$ cat src/rtl/sema_pkg.sv
package sema_pkg;
  localparam int FLAG_IDX_W = 3;
  localparam int NUM_FLAGS  = 1 << FLAG_IDX_W;

  typedef enum logic [1:0] {
    OWN_FREE  = 2'd0,
    OWN_LEFT  = 2'd1,
    OWN_RIGHT = 2'd2
  } ownerE;

  typedef struct packed {
    logic                  wrEn;      // write access on this edge
    logic                  wrReq;     // 1 = request token, 0 = release
    logic                  rdActive;  // read access active this edge
    logic                  rdCapture; // first edge of a read access
    logic [FLAG_IDX_W-1:0] idx;       // selected flag
  } portStrobeT;
endpackage

$ cat src/rtl/sema_ctrl.sv
module sema_ctrl
  import sema_pkg::*;
#(
  parameter int ADDR_W = 16,
  parameter int DATA_W = 8
) (
  input  logic              clk,
  input  logic              rstN,
  input  logic              semN,
  input  logic              ceN,
  input  logic              weN,
  input  logic              oeN,
  input  logic [ADDR_W-1:0] addr,
  input  logic [DATA_W-1:0] wrData,
  output portStrobeT        strb
);
  logic selected;
  logic rdOn;
  logic rdPrev;
  logic unusedBits;

  assign selected = !semN && !ceN;
  assign rdOn     = selected && weN && !oeN;

  always_ff @(posedge clk) begin
    if (!rstN) rdPrev <= 1'b0;
    else       rdPrev <= rdOn;
  end

  always_comb begin
    strb.wrEn      = selected && !weN;
    strb.wrReq     = !wrData[0];
    strb.rdActive  = rdOn;
    strb.rdCapture = rdOn && !rdPrev;
    strb.idx       = addr[FLAG_IDX_W-1:0];
  end

  // upper address and data bits play no part in a semaphore access
  assign unusedBits = ^{addr[ADDR_W-1:FLAG_IDX_W], wrData[DATA_W-1:1]};
endmodule

$ cat src/rtl/sema_datapath.sv
module sema_datapath
  import sema_pkg::*;
#(
  parameter int DATA_W = 8
) (
  input  logic                 clk,
  input  logic                 rstN,
  input  portStrobeT           lStrb,
  input  portStrobeT           rStrb,
  output logic [DATA_W-1:0]    lRdData,
  output logic                 lRdValid,
  output logic [DATA_W-1:0]    rRdData,
  output logic                 rRdValid,
  output logic [NUM_FLAGS-1:0] reqLeft,
  output logic [NUM_FLAGS-1:0] reqRight,
  output logic [NUM_FLAGS-1:0] ownLeft,
  output logic [NUM_FLAGS-1:0] ownRight
);
  ownerE owner [NUM_FLAGS];

  for (genvar i = 0; i < NUM_FLAGS; i++) begin : g_flag
    logic  reqLNext;
    logic  reqRNext;
    ownerE ownNext;

    assign reqLNext = (lStrb.wrEn && lStrb.idx == FLAG_IDX_W'(i)) ? lStrb.wrReq : reqLeft[i];
    assign reqRNext = (rStrb.wrEn && rStrb.idx == FLAG_IDX_W'(i)) ? rStrb.wrReq : reqRight[i];

    always_comb begin
      ownNext = owner[i];
      unique case (owner[i])
        OWN_LEFT:  if (!reqLNext) ownNext = reqRNext ? OWN_RIGHT : OWN_FREE;
        OWN_RIGHT: if (!reqRNext) ownNext = reqLNext ? OWN_LEFT : OWN_FREE;
        default: begin
          if (reqLNext)      ownNext = OWN_LEFT;   // tie goes left
          else if (reqRNext) ownNext = OWN_RIGHT;
          else               ownNext = OWN_FREE;
        end
      endcase
    end

    always_ff @(posedge clk) begin
      if (!rstN) begin
        reqLeft[i]  <= 1'b1;
        reqRight[i] <= 1'b1;
        owner[i]    <= OWN_LEFT;
      end else begin
        reqLeft[i]  <= reqLNext;
        reqRight[i] <= reqRNext;
        owner[i]    <= ownNext;
      end
    end

    assign ownLeft[i]  = (owner[i] == OWN_LEFT);
    assign ownRight[i] = (owner[i] == OWN_RIGHT);
  end

  logic [DATA_W-1:0] rdDataA  [2];
  logic              rdValidA [2];

  for (genvar p = 0; p < 2; p++) begin : g_port
    portStrobeT           s;
    logic [NUM_FLAGS-1:0] mine;
    logic                 flagBit;

    assign s       = (p == 0) ? lStrb : rStrb;
    assign mine    = (p == 0) ? ownLeft : ownRight;
    assign flagBit = !mine[s.idx];

    always_ff @(posedge clk) begin
      if (!rstN) begin
        rdDataA[p]  <= '0;
        rdValidA[p] <= 1'b0;
      end else if (s.rdCapture) begin
        rdDataA[p]  <= {DATA_W{flagBit}};
        rdValidA[p] <= 1'b1;
      end else if (!s.rdActive) begin
        rdDataA[p]  <= '0;
        rdValidA[p] <= 1'b0;
      end
    end
  end

  assign lRdData  = rdDataA[0];
  assign lRdValid = rdValidA[0];
  assign rRdData  = rdDataA[1];
  assign rRdValid = rdValidA[1];
endmodule

$ cat src/rtl/sema_bank.sv
module sema_bank
  import sema_pkg::*;
#(
  parameter int ADDR_W = 16,
  parameter int DATA_W = 8
) (
  input  logic              clk,
  input  logic              rstN,
  input  logic              lSemN,
  input  logic              lCeN,
  input  logic              lWeN,
  input  logic              lOeN,
  input  logic [ADDR_W-1:0] lAddr,
  input  logic [DATA_W-1:0] lWrData,
  output logic [DATA_W-1:0] lRdData,
  output logic              lRdValid,
  input  logic              rSemN,
  input  logic              rCeN,
  input  logic              rWeN,
  input  logic              rOeN,
  input  logic [ADDR_W-1:0] rAddr,
  input  logic [DATA_W-1:0] rWrData,
  output logic [DATA_W-1:0] rRdData,
  output logic              rRdValid
);
  portStrobeT           lStrb;
  portStrobeT           rStrb;
  logic [NUM_FLAGS-1:0] reqLeft;
  logic [NUM_FLAGS-1:0] reqRight;
  logic [NUM_FLAGS-1:0] ownLeft;
  logic [NUM_FLAGS-1:0] ownRight;

  sema_ctrl #(.ADDR_W(ADDR_W), .DATA_W(DATA_W)) lCtrl_i (
    .clk(clk), .rstN(rstN), .semN(lSemN), .ceN(lCeN), .weN(lWeN), .oeN(lOeN),
    .addr(lAddr), .wrData(lWrData), .strb(lStrb)
  );

  sema_ctrl #(.ADDR_W(ADDR_W), .DATA_W(DATA_W)) rCtrl_i (
    .clk(clk), .rstN(rstN), .semN(rSemN), .ceN(rCeN), .weN(rWeN), .oeN(rOeN),
    .addr(rAddr), .wrData(rWrData), .strb(rStrb)
  );

  sema_datapath #(.DATA_W(DATA_W)) dp_i (
    .clk(clk), .rstN(rstN), .lStrb(lStrb), .rStrb(rStrb),
    .lRdData(lRdData), .lRdValid(lRdValid), .rRdData(rRdData), .rRdValid(rRdValid),
    .reqLeft(reqLeft), .reqRight(reqRight), .ownLeft(ownLeft), .ownRight(ownRight)
  );
endmodule

$ cat config.mk
export PLATFORM = sky130hd
export DESIGN_NAME = sema_bank
export DESIGN_NICKNAME = d
export VERILOG_FILES = /design/src/rtl/sema_pkg.sv /design/src/rtl/sema_ctrl.sv /design/src/rtl/sema_datapath.sv /design/src/rtl/sema_bank.sv
export SDC_FILE = /design/constraint.sdc
export NUM_CORES = 1
export LEC_CHECK = 0
export ABC_AREA = 1
export BUFFER_PORTS_ARGS = -buffer_cell sky130_fd_sc_hd__buf_2
export CAP_MARGIN = 20
export CORE_MARGIN = 2
export CORE_UTILIZATION = 48
export CTS_BUF_LIST = sky130_fd_sc_hd__clkbuf_8
export CTS_CLUSTER_DIAMETER = 80
export DETAILED_ROUTE_END_ITERATION = 16
export PLACE_DENSITY = 0.78
export RECOVER_POWER = 100
export SKIP_LAST_GASP = 1
export SLEW_MARGIN = 20
export SYNTH_ARGS = -nofsm -noshare
export SYNTH_HDL_FRONTEND = slang
export SYNTH_SLANG_ARGS = --single-unit
$ cat constraint.sdc
create_clock -name clk -period 1.1 [get_ports clk]
set_input_delay 0.11 -clock clk [delete_from_list [all_inputs] [get_ports clk]]
set_output_delay 0.11 -clock clk [all_outputs]
set_load 0.02 [all_outputs]
[Word level (Yosys, flattened, before mapping)]
Memory sizes are Yosys's and may differ from the RTL's.
Cells that the tools add are included.
Storage, ports and cells
  bits in latches: 0
  logic and storage cells: 211
  bits in read-only memories: 0
  flip-flop bits (word level): 18
  memory bits (writable): 34
  memories kept: 3
  input port bits: 58
  output and inout port bits: 18
Cells by class
  multiplexer cells: 100
  bitwise gates (word level): 16
  divide/modulo/power cells: 0
  shift operators: 0
  magnitude comparators: 2
  add/sub/neg operators: 0
  multipliers: 0
  equal/unequal tests: 30
  reduce and logical (&&, ||, !) cells: 42
Memories
  dp_i.owner: depth 8, width 2, read ports 8, clocked after memory_dff 0, write ports 8, line sema_datapath.sv:19  | ownerE owner [NUM_FLAGS];
  dp_i.rdDataA: depth 2, width 8, read ports 2, clocked after memory_dff 0, write ports 2, line sema_datapath.sv:58  | logic [DATA_W-1:0] rdDataA [2];
  dp_i.rdValidA: depth 2, width 1, read ports 2, clocked after memory_dff 0, write ports 2, line sema_datapath.sv:59  | logic rdValidA [2];
Operators with widths (count)
  2-bit 2-to-1 mux: 40
  1-bit 2-to-1 mux: 46
  8-bit 2-to-1 mux: 4
  2-bit one-hot mux with 2 select lines: 8
  1-bit logical AND: 26
  3-bit == test (second input constant): 8
  2-bit by 1-bit == test with 1-bit output (second input constant): 8
  2-bit == test (second input constant): 8
  1-bit bitwise OR: 16
  1-bit logical NOT: 14
  3-bit by 2-bit == test with 1-bit output (second input constant): 4
  3-bit by 4-bit less-than comparator with 1-bit output (second input constant): 2
  1-bit binary-select mux with 3-bit select: 2
  3-bit by 1-bit == test with 1-bit output (second input constant): 2
  3-bit logical NOT: 2

[Logic depth before layout (Yosys ltp)]
  depth in word-level cells: 10
  mapped depth: 12
  gate-level depth less buffers: 11

[Hierarchy]
Synthesis repeated with hierarchy kept, for this count alone.
Second synthesis, totals
  cell total of the unflattened synthesis: 390
  area total of the unflattened synthesis: 2600.0 sq um
Modules (own cells, without submodules)
  sema_datapath: area each 2392.3 sq um, times used 1, cells each 354, sequential area each 750.7 sq um
  sema_ctrl: area each 103.8 sq um, times used 2, cells each 18, sequential area each 20.0 sq um

[Least setup slack after synthesis]
Ideal clock, no wire load.
  kind: reg-to-reg
  start point: mem dp_i.owner[7][0] (netlist name)
  end point: mem dp_i.rdDataA[1][6], data pin
  library setup time: 0.157 ns
  buffers on the path: 0
  setup slack: -0.049 ns
  required time: 0.943 ns
  clock period less this slack: 1.149 ns
  data arrival time: 0.992 ns
  cell stages (with the launch flop): 8
  cell sequence: dfxtp_1 > inv_1 > ha_1 > inv_1 > nor2_1 > a31oi_1 > a21oi_1 > nor3_1
RTL lines (line)
  from (decl): sema_datapath.sv:19
  to (decl): sema_datapath.sv:58

==> reports/qor.txt <==
Internal reg-to-reg setup slack - -0.13 ns
Die X - 76.7 µm
Simple-gate portion of the synthesized area - 43.6%
Max_cap viols - 0
Setup TNS - -0.478 ns
Main area contributors after synthesis - dfxtp_1, nand2_1, nand3_1, nor2_1, ha_1
CP bufs+invs - 2
Post-route setup slack - -0.128 ns
Via Count - 2,696
Final period utilization - 112%
Crit path from - dp_i.owner[7][0]$_SDFFE_PN1P_
FF-to-FF Start - dp_i.owner[7][0]$_SDFFE_PN1P_
CP Launch Type - flip-flop
Initial antenna violation count - 0
# IOs - 76
Final Max Tran Viols - 0
Root Driver - clkbuf_8
DIE HEIGHT - 76.7 µm
TritonRoute pass-1 iters - 6
Largest net degree at the start of global routing - 18
Netlist cell types - 26
Row cnt - 26
Initial Util - 49.6%
Max stage delay on crit path - 0.34 ns
Final setup violation count - 9
FF-to-FF End - dp_i.rdDataA[1][6]$_DFFE_PP_
CP cell instances - inv_2 -> ha_4 -> inv_2 -> nor2_4 -> a31oi_4 -> a21oi_2 -> nor3_2
Leading cell type by number of instances after synthesis - nand2_1
Post-synth design cell area - 2530 µm²
Run status - finished with violations
Clk_lat worst skew - 0.29 ns
Post-synthesis adder-cell area fraction - 7.90%
WL/cell - 13.4 µm
Most area-hungry cell type in the Yosys netlist - dfxtp_1
Pre-CTS setup slack - -0.179 ns
Seq/Total Area, Yosys - 31.2%
Final Hold Viols - 0
Total GRT Usage - 21.7%
HPWL Detailed - 4.31 mm
WP data arrival - 1.37 ns
Fraction of layout cells with a size suffix above 1 - 41.4%
DIE AREA - 5880 µm²
DR iter-0 viols - 156
Core ar. - 5110 µm²
Post-Synth XOR/XNOR Area - 0%
H-tree lvl count - 2
Crit-path max FO - 2
Failing checks - setup timing
HP Class - primary input to flip-flop
First-pass GRT wire length - 10.5 mm
Syn nets - 472
Max rail drop VDD - 0.00120 V
YS warnings - 0
Worst r2r path cells - 7
Post-synth top cells - nand2_1, nor2_1, nand3_1
Mux cell area share after synthesis - 0%
Pleak - 1.78 nW
Worst Hold Path EP - lCtrl_i.rdPrev$_SDFF_PN0_
CP Class - flip-flop to flip-flop
Ys async rst share - 0%
Clock Pin Slew Worst Setup and Hold Paths - 0.07 ns
Top cell by count, worst path - inv_2
Tmin final - 1.23 ns
Yosys top cell area share - 27.6%
Power Dens Cells - 2280 nW/µm²
Syn avg cell area - 6.37 µm²
Syn Inst Count - 398
Drt total wl - 6.98 mm
Worst Min Path Start - lOeN
Critical Path End Type - flip-flop
DP Cell Count - 509
GR Overflow Total - 0
Clk buf depth - 2
Primary FF master, synth - dfxtp_1
Compound-Gate Fraction of Synth Area - 2.67%
Synth-to-layout area growth - 37.5%
Cell family with most CP delay - flip-flops
Worst endpoint required time - 1.24 ns
Largest family of logic cells by synthesized area - simple AND/OR/NAND/NOR gates
Antenna Violating Nets Remaining - 0
#FFs+latches synth - 38
CTS Hold Bufs - 0
CP max-delay cell - dfxtp_2
Vias in the first global route - 2,455
Clock buffer count from CTS - 5
Sink Count - 38
Number of synthesized flops with an enable pin - 3
Hold path depth - 4
RD Place Congestion - 0.847
IO buf count - 35
Finished Layout Cells - 522
CTS tree - done
Relative max-transition margin - 80.8%
DRC Markers - 0
Via/cell ratio - 5.16
Worst-Margin Slew - 0.288 ns
Fin Clk Skew - 0.00840 ns
Number of diodes - 0
Fmax - 815 MHz
RSZ-0062 raised after global routing - yes
Nets@finish - 525
==> state kept, by name, summed over array words and instances (netlist names) <==
register and flops:
dp_i.owner 16, dp_i.rdValidA 2, dp_i.reqLeft 8, dp_i.rdDataA 2, dp_i.reqRight 8, lCtrl_i.rdPrev 1, rCtrl_i.rdPrev 1
==> cell families after synthesis <==
group / Yosys count
buf+inv: 76
flops: 38
simple gates: 257
fa+ha+maj: 16
compound gates: 11
==> worst min-delay path, cell delays in order <==
cell     delay (ns)
buf_2          0.08
nor4_1         0.04
nand2_1        0.06
inv_1          0.05
==> layer usage <==
layer  track usage [%]  part of all wire (%)
met1              25.0                    39
met2              39.8                    52
met3              3.65                   5.3
met4              8.18                   3.4
met5                 0                     0
==> placed cells by master, fill, tap and decap left out, drive strengths merged, types with 2 or more instances in the layout <==
master / n
nor2: 70
clkbuf: 16
dfxtp: 35
edfxtp: 3
inv: 53
nand3: 59
ha: 16
buf: 61
a21oi: 6
o21bai: 2
nand2: 124
==> power by group <==
| group | internal (mW) | switching [mW] | leakage, nW | total [mW] |
|---|---|---|---|---|
| Sequential | 1.75 | 0.324 | 0.325 | 2.08 |
| Combinational | 2.23 | 2.50 | 1.40 | 4.73 |
| Clock | 0.633 | 0.502 | 0.0575 | 1.14 |
==> metrics by stage <==
step                instance area [µm²]  hold WS (ns)  total power [mW]  utilization (%)
finish                             3490        0.0940              7.94             68.3
detailed placement                 2880         0.393              5.05             56.3
CTS                                3260        0.0895              7.01             63.8
floorplan                          2550         0.288              4.32                -
global placement                   2880         0.386              4.99             56.3
global route                       3490         0.130              8.51             68.3
==> what timing repair did <==
| item | CTS | global route |
|---|---|---|
| setup endpoints to repair | 18 | 19 |
| hold endpoints to repair | 0 | 0 |
| pin swaps | 14 | 39 |
| setup buffers | 3 | 2 |
| resized for setup | 65 | 63 |
==> worst max path at each step <==
| stage | to | slack (ns) | cells after the start |
|---|---|---|---|
| floorplan | dp_i.rdDataA[1][6]$_DFFE_PP_ | 0.005 | 5 |
| global placement | dp_i.owner[5][1]$_SDFFE_PN0P_ | -0.13 | 10 |
| detailed placement | dp_i.owner[7][1]$_SDFFE_PN0P_ | -0.18 | 10 |
| CTS | dp_i.rdDataA[1][6]$_DFFE_PP_ | -0.16 | 7 |
| global route | dp_i.rdDataA[1][6]$_DFFE_PP_ | -0.17 | 7 |
| finish | dp_i.rdDataA[1][6]$_DFFE_PP_ | -0.13 | 7 |
==> area by class of cell <==
type,count,area [µm²]
Fill cell,426,1620
Sequential cell,38,821
Clock buffer,8,110
Tap cell,70,87.6
Timing Repair Buffer,69,467
Multi-Input combinational cell,284,1800
Inverter,53,201
(Power assumes the default switching activity.)
